File: src/rtl/gpr_pkg.sv
package gpr_pkg;
  localparam int unsigned GPR_ADDR_W = 5;
  localparam int unsigned GPR_DATA_W = 32;
  localparam int unsigned GPR_NUM_RD = 2;
  localparam int unsigned GPR_DEPTH  = 1 << GPR_ADDR_W;
endpackage

File: src/rtl/gpr_store.sv
module gpr_store #(
  parameter int unsigned ADDR_W = gpr_pkg::GPR_ADDR_W,
  parameter int unsigned DATA_W = gpr_pkg::GPR_DATA_W,
  parameter int unsigned NUM_RD = gpr_pkg::GPR_NUM_RD
) (
  input  logic                           clk,
  input  logic                           rst,
  input  logic                           wr_en,
  input  logic [ADDR_W-1:0]              wr_idx,
  input  logic [DATA_W-1:0]              wr_val,
  input  logic [NUM_RD-1:0][ADDR_W-1:0]  rd_idx,
  output logic [NUM_RD-1:0][DATA_W-1:0]  rd_raw
);
  localparam int unsigned DEPTH = 1 << ADDR_W;

  logic [DATA_W-1:0] mem [DEPTH];
  logic              wr_ok;

  // Entry 0 is never written, so it keeps its reset value of zero.
  assign wr_ok = wr_en && (wr_idx != '0);

  always_ff @(posedge clk) begin
    if (rst) begin
      for (int i = 0; i < DEPTH; i++) mem[i] <= '0;
    end else if (wr_ok) begin
      mem[wr_idx] <= wr_val;
    end
  end

  for (genvar p = 0; p < NUM_RD; p++) begin : g_rd
    assign rd_raw[p] = mem[rd_idx[p]];
  end

  logic any_set;
  always_comb begin
    any_set = 1'b0;
    for (int i = 0; i < DEPTH; i++) any_set = any_set | (|mem[i]);
  end

  AST_RESET_CLEARS: assert property (@(posedge clk) disable iff (rst)
    $past(rst) |-> !any_set);
  AST_ENTRY0_ZERO: assert property (@(posedge clk) disable iff (rst)
    mem[0] == '0);
endmodule

File: src/rtl/gpr_fwd.sv
module gpr_fwd #(
  parameter int unsigned ADDR_W = gpr_pkg::GPR_ADDR_W,
  parameter int unsigned DATA_W = gpr_pkg::GPR_DATA_W
) (
  input  logic              clk,
  input  logic              rst,
  input  logic              wr_en,
  input  logic [ADDR_W-1:0] wr_idx,
  input  logic [DATA_W-1:0] wr_val,
  input  logic [ADDR_W-1:0] rd_idx,
  input  logic [DATA_W-1:0] rd_raw,
  output logic [DATA_W-1:0] rd_val
);
  logic hit;

  assign hit = wr_en && (wr_idx == rd_idx) && (rd_idx != '0);

  always_comb begin
    if (rd_idx == '0)  rd_val = '0;
    else if (hit)      rd_val = wr_val;
    else               rd_val = rd_raw;
  end

  AST_FWD_VALUE: assert property (@(posedge clk) disable iff (rst)
    (wr_en && wr_idx == rd_idx && rd_idx != '0) |-> rd_val == wr_val);
  AST_ZERO_IDX: assert property (@(posedge clk) disable iff (rst)
    (rd_idx == '0) |-> rd_val == '0);
  AST_NO_FWD_IDLE: assert property (@(posedge clk) disable iff (rst)
    (!wr_en) |-> rd_val == ((rd_idx == '0) ? '0 : rd_raw));
endmodule

File: src/rtl/gpr_file.sv
module gpr_file #(
  parameter int unsigned ADDR_W = gpr_pkg::GPR_ADDR_W,
  parameter int unsigned DATA_W = gpr_pkg::GPR_DATA_W
) (
  input  logic              clk,
  input  logic              rst,
  input  logic              wr_en,
  input  logic [ADDR_W-1:0] wr_idx,
  input  logic [DATA_W-1:0] wr_val,
  input  logic [ADDR_W-1:0] rd_idx_a,
  input  logic [ADDR_W-1:0] rd_idx_b,
  output logic [DATA_W-1:0] rd_val_a,
  output logic [DATA_W-1:0] rd_val_b
);
  localparam int unsigned NUM_RD = 2;

  logic [NUM_RD-1:0][ADDR_W-1:0] rd_idx;
  logic [NUM_RD-1:0][DATA_W-1:0] rd_raw;
  logic [NUM_RD-1:0][DATA_W-1:0] rd_val;

  assign rd_idx[0] = rd_idx_a;
  assign rd_idx[1] = rd_idx_b;
  assign rd_val_a  = rd_val[0];
  assign rd_val_b  = rd_val[1];

  gpr_store #(.ADDR_W(ADDR_W), .DATA_W(DATA_W), .NUM_RD(NUM_RD)) u_store (
    .clk    (clk),
    .rst    (rst),
    .wr_en  (wr_en),
    .wr_idx (wr_idx),
    .wr_val (wr_val),
    .rd_idx (rd_idx),
    .rd_raw (rd_raw)
  );

  for (genvar p = 0; p < NUM_RD; p++) begin : g_port
    gpr_fwd #(.ADDR_W(ADDR_W), .DATA_W(DATA_W)) u_fwd (
      .clk    (clk),
      .rst    (rst),
      .wr_en  (wr_en),
      .wr_idx (wr_idx),
      .wr_val (wr_val),
      .rd_idx (rd_idx[p]),
      .rd_raw (rd_raw[p]),
      .rd_val (rd_val[p])
    );
  end

  // Set one cycle after reset is released, so that $past never reaches into reset.
  logic past_ok;
  always_ff @(posedge clk) begin
    if (rst) past_ok <= 1'b0;
    else     past_ok <= 1'b1;
  end

  AST_WRITE_LANDS: assert property (@(posedge clk) disable iff (rst || !past_ok)
    ($past(wr_en) && $past(wr_idx) != '0 && $past(wr_idx) == rd_idx_a &&
     !(wr_en && wr_idx == rd_idx_a)) |-> rd_val_a == $past(wr_val));
  AST_HOLD_IDLE: assert property (@(posedge clk) disable iff (rst || !past_ok)
    (!$past(wr_en) && $stable(rd_idx_b) && !(wr_en && wr_idx == rd_idx_b))
      |-> $stable(rd_val_b));
  AST_PORT_B_FWD: assert property (@(posedge clk) disable iff (rst)
    (wr_en && wr_idx != '0 && wr_idx == rd_idx_b) |-> rd_val_b == wr_val);
endmodule

File: config.mk
export PLATFORM = sky130hd
export DESIGN_NAME = gpr_file
export DESIGN_NICKNAME = d
export VERILOG_FILES = /design/src/rtl/gpr_pkg.sv /design/src/rtl/gpr_store.sv /design/src/rtl/gpr_fwd.sv /design/src/rtl/gpr_file.sv
export SDC_FILE = /design/constraint.sdc
export NUM_CORES = 2
export LEC_CHECK = 0
export CAP_MARGIN = 20
export CORE_ASPECT_RATIO = 0.7
export CORE_UTILIZATION = 30
export DETAILED_ROUTE_END_ITERATION = 12
export DONT_BUFFER_PORTS = 1
export PLACE_DENSITY = 0.52
export SETUP_SLACK_MARGIN = 0.15
export SYNTH_ARGS = -nofsm -noshare
export SYNTH_HDL_FRONTEND = slang
export SYNTH_SLANG_ARGS = --single-unit
File: constraint.sdc
create_clock -name clk -period 4 [get_ports clk]
set_clock_uncertainty 0.05 [all_clocks]
set_input_delay 1.2 -clock clk [delete_from_list [all_inputs] [get_ports clk]]
set_output_delay 1.2 -clock clk [all_outputs]
set_load 0.02 [all_outputs]
Word level (Yosys, flattened, before mapping)
Memory sizes are Yosys's and may differ from the RTL's. Index checks and enable logic that the tools add are counted. Widths: inputs -> output; s select.

Bits of input ports: 50. Bits in writable memories: 1024. Output and inout port bits: 64. Memories kept: 1. Bits in registers: 0.

Equal/unequal tests: 2. Reduce and logical (&&, ||, !) cells: 11. Mux-type cells: 12.

Memory list: u_store.mem (words 32, bits a word 32, rd ports 2, clocked after Yosys merged registers in 0, wr ports 32, RTL line gpr_store.sv:16) `logic [DATA_W-1:0] mem [DEPTH];`.

Operator list (count): $mux 32 (5); $reduce_or 32->1 (1); $reduce_bool 5->1 (3); $eq 5x5->1 (2); $logic_not 5->1 (2); $mux 1 (6); $logic_and 1x1->1 (5); $mux 5 (1).

Logic depth before layout (Yosys ltp)
Depth in word-level cells: 7. Mapped depth: 10. Gate-level depth less buffers: 6.

By module
Synthesis repeated with hierarchy kept, for this count alone.

Cells, all modules: 4851. Area total of the unflattened synthesis: 57187.3 um^2.

By module, submodules not included: gpr_store (sequential area each 30749.5 um^2, cells each 4605, instances 1, area an instance 55896.1 um^2); gpr_fwd (sequential area each 0.0 um^2, cells each 123, instances 2, area an instance 645.6 um^2).

Least setup slack after synthesis
OpenSTA, ideal clock, no wires.

Kind: in2out. Start: input rd_idx_a[0]. End: output rd_val_a[0]. Slack: -199 ps. Arrival: 2949 ps. Path buffers: 4. Stages: 10. Required time: 2750 ps. Cells stage by stage: buf_2 > buf_6 > buf_6 > xnor2_1 > nand2_1 > nor3_2 > nand3b_1 > clkbuf_1 > and3_1 > nor3_1.

Longest elaborated chain between the ends: 5. Elaborated cells between the ends (all ways): 8. Those cells by class: eq/ne: 1; mux: 2; reduce/logical: 4; memory: 1.

RTL lines: start, declared (RTL line gpr_file.sv:10) `input logic [ADDR_W-1:0] rd_idx_a,`; branches (longest 4 deep; another with $mem_v2 32x32); $mux 32 * (RTL line gpr_fwd.sv:19) `if (rd_idx == '0) rd_val = '0;`; end, declared (RTL line gpr_file.sv:12) `output logic [DATA_W-1:0] rd_val_a,`.

Every way passes the cells marked *.

Worst setup path in the final report
Start: input rd_idx_a[1]. End: output rd_val_a[7].

The elaborated chain is that of the path after synthesis.

==> run_results.csv <==
group,metric,value,unit
run_status,outcome,"complete, but fails checks",
run_status,violated_checks,"slew limit, setup timing",
global_route,grt.total_usage,20.3,%
clocking,ctsHtreeMaxLevel,3,
final_layout,registers.top_by_ff_count,"u_store.mem",
yosys,postSynthCellCount,4284,
final_layout,nets,4368,
timing,timing.slew.headroom,-9.91,%
global_route,grt_max_degree,357,
detailed_routing,detail-route-antenna-nets,0,
timing,finalCritPeriodShare,124,%
worst_hold_path,min-delay-path-class,"primary input to register",
placement,place.port_buffers,0,
job,max-cap-violations,0,
clocking,clock_sinks,1024,
global_route,grt_pass1_vias,36800,
floorplan,core.rowCount,133,
clocking,cts_inserted_buffers,100,
detailed_routing,vias,37100,
final_layout,drive_above_1_share,28.7,%
yosys,synth_edf_count,1024,
floorplan,core_region_area,0.188,sq mm
setup_path,critical_path.endpoint_type,"output port",
timing,timing.fmax,0.202,GHz
yosys,synth_sequential_area_ratio,54.2,%
final_layout,design_area,0.0680,sq mm
yosys,async_reset_ff_share,0,%
final_layout,postLayoutCoreUtil,36.2,%
detailed_routing,wl_per_instance,28.7,microns
power_and_ir_drop,static-leakage-power,0.0243,uW
detailed_routing,initialDrtViolationCount,3709,
placement,place_hpwl,121,mm
timing,finalHoldViolations,0,
timing,timing.final.max_slew_violations,55,
setup_path,criticalPathCategory,"primary input to output port",
timing,finalWorstSetupSlack,-0.950,ns
setup_path,critical_path.startpoint_type,"primary input",
yosys,syn_area,0.0568,sq mm
power_and_ir_drop,powerDensity,384,mW/mm^2
clocking,ctsHoldBuffers,0,
yosys,synth_seq_cells,1024,
final_layout,mostFrequentLayoutCell,"edfxtp_1",
worst_hold_path,number_of_cells_traversed_by_the_worst_hold_path,0,
floorplan,dieArea,0.191,sq mm
setup_path,critPathMaxFanout,356,
yosys,synth.avg_cell_area,13.3,sq um
timing,min_period,4.95,ns
timing,worstMarginPinSlew,1.65,ns
detailed_routing,remaining_routing_drc_violations,0,
placement,dpl-instance-area,0.0625,sq mm
floorplan,initial_core_util,30.2,%
clocking,maximum_number_of_buffers_from_clock_root_to_sink,3,
global_route,initial_antenna_violation_count,7,
setup_path,worst_ep_required_time,2.75,ns
global_route,grt_first_pass_wirelength,279,mm
final_layout,reg_top3,"u_store.mem: 1024 flops",
final_layout,flow.area_growth_from_synthesis,19.7,%
final_layout,layout_common_cells,"edfxtp_1 (1024), and2_1 (992), mux2i_1 (576), buf_4 (234), mux4_2 (192)",
timing,setup_viol_count_final,64,
yosys,ys_dominant_reg_cell,"edfxtp_1",
yosys,synthDistinctLibCells,43,
clocking,cts.root.buffer_cell,"clkbuf_16",
floorplan,io_pins,114,
clocking,clk_transition_reported_paths,0.07,ns
placement,place_worst_setup_slack,-0.630,ns
setup_path,setup.worst_path.start,"rd_idx_a[1]",
global_route,overflow,0,
floorplan,chipHeight,366,microns
detailed_routing,drt-total-wl,198,mm
placement,globalplace.congestion,0.816,
yosys,synth_warnings,0,
final_layout,n_fill_cell,17800,
final_layout,largest_reg_flops,1024,
setup_path,worstPathArrival,3.70,ns
detailed_routing,detail_route.vias_per_cell,5.36,
power_and_ir_drop,maximum_vdd_drop,0.000373,V
timing,grt_setup_unrepaired,"yes",
worst_hold_path,hold_path.startpoint,"rst",
floorplan,chipWidth,522,microns
clocking,tritoncts,"done",
detailed_routing,drt-pass1-iter-count,8,
worst_hold_path,min_delay_worst_endpoint,"u_store.mem[0][3]",
-- how the worst max path moves through the flow --
stage               depth (start not counted)  slack (ns)      endpoint
global placement                            9       -0.65  rd_val_b[21]
floorplan                                  10        0.08  rd_val_b[10]
CTS                                         9       -0.28   rd_val_b[5]
global route                               10       -0.67   rd_val_a[7]
finish                                     10       -0.95   rd_val_a[7]
detailed placement                          9       -0.63  rd_val_b[21]
-- cell type report --
class                   count  area [sq um]  area share, %
diodes                      9          22.5         0.0331
flip-flops and latches   1024         30700           45.2
repair buffers            358          3930           5.78
well taps                2497          3120           4.59
clock buffers             124          2680           3.94
multi-input cells        2834         26900           39.6
clock inverters            62           552          0.811
-- per-layer routing --
| metal | part of all wire (%) | vias up | GRT usage, % |
|---|---|---|---|
| met1 | 48 | 19300 | 30.9 |
| met2 | 43 | 1318 | 29.3 |
| li1 | - | 16200 | - |
| met3 | 6.5 | 233 | 3.18 |
| met4 | 2.7 | 0 | 5.80 |
| met5 | 0 | - | 0 |
-- critical path, stage by stage --
cell and delay, ns:
nand3b_1 0.45, buf_6 0.16, buf_12 0.14, buf_12 0.12, buf_12 0.13, o22ai_2 0.07
nor2_1 0.13, o221ai_2 0.13, and3_4 0.22, nor3_4 0.29
-- logic make-up (layout without fill, tap and decap cells) --
kind of cell / after synthesis / count (layout) / share of synthesized area (%)
AO/OA/AOI/OAI: 507 / 507 / 7.11
buffers and inverters: 458 / 544 / 3.76
other: 1 / 41 / 0.00660
multiplexers: 896 / 896 / 20.3
flip-flops: 1024 / 1024 / 54.2
XOR/XNOR: 10 / 10 / 0.154
AND/OR/NAND/NOR: 1388 / 1389 / 14.5
-- synth_stat cells, types with 5 or more instances --
| master | count | area share, % |
|---|---|---|
| clkbuf_1 | 297 | 2.0 |
| a22o_1 | 98 | 1.5 |
| nor2_1 | 160 | 1.1 |
| buf_6 | 15 | 0.30 |
| o211ai_1 | 61 | 0.81 |
| buf_4 | 51 | 0.67 |
| nor4_1 | 27 | 0.30 |
| a21oi_1 | 51 | 0.45 |
| mux4_2 | 192 | 7.6 |
| o21ai_0 | 27 | 0.24 |
| mux2i_1 | 576 | 10 |
| o221ai_1 | 37 | 0.57 |
| buf_2 | 88 | 0.78 |
| nand3b_1 | 7 | 0.093 |
| xor2_1 | 8 | 0.12 |
| mux2_2 | 128 | 2.5 |
| buf_1 | 7 | 0.046 |
| nand2_1 | 72 | 0.48 |
| and3_1 | 33 | 0.36 |
| or2_2 | 31 | 0.34 |
| o22ai_1 | 64 | 0.71 |
| nor3_2 | 31 | 0.55 |
| nand3_1 | 8 | 0.071 |
| a221oi_2 | 32 | 0.85 |
| nor2b_1 | 9 | 0.099 |
| and2_1 | 996 | 11 |
| o211a_1 | 5 | 0.088 |
| a221oi_1 | 66 | 1.0 |
| a22oi_1 | 60 | 0.79 |
| edfxtp_1 | 1024 | 54 |
-- report_power, final --
part / total [uW] / internal (uW) / switching (uW)
Clock: 9790 / 5340 / 4450
Sequential: 12700 / 12400 / 288
Combinational: 3630 / 1770 / 1860
-- per-stage QoR --
step	total power, uW	std cells	setup TNS [ns]	hold WS, ns
global route	26800	6901	-28.54	0.526
finish	26100	6908	-45.05	0.575
floorplan	15300	4315	0	1.35
global placement	16100	6669	-19.90	1.29
detailed placement	16200	6669	-18.78	1.29
CTS	26100	6871	-11.51	0.515
-- what timing repair did --
action                     in CTS  in global routing
buffers inserted               16                 24
gates cloned                    0                  4
setup endpoints to repair      64                 64
pin swaps                      80                108
resized for setup             151                150
(Power assumes the default switching activity.)
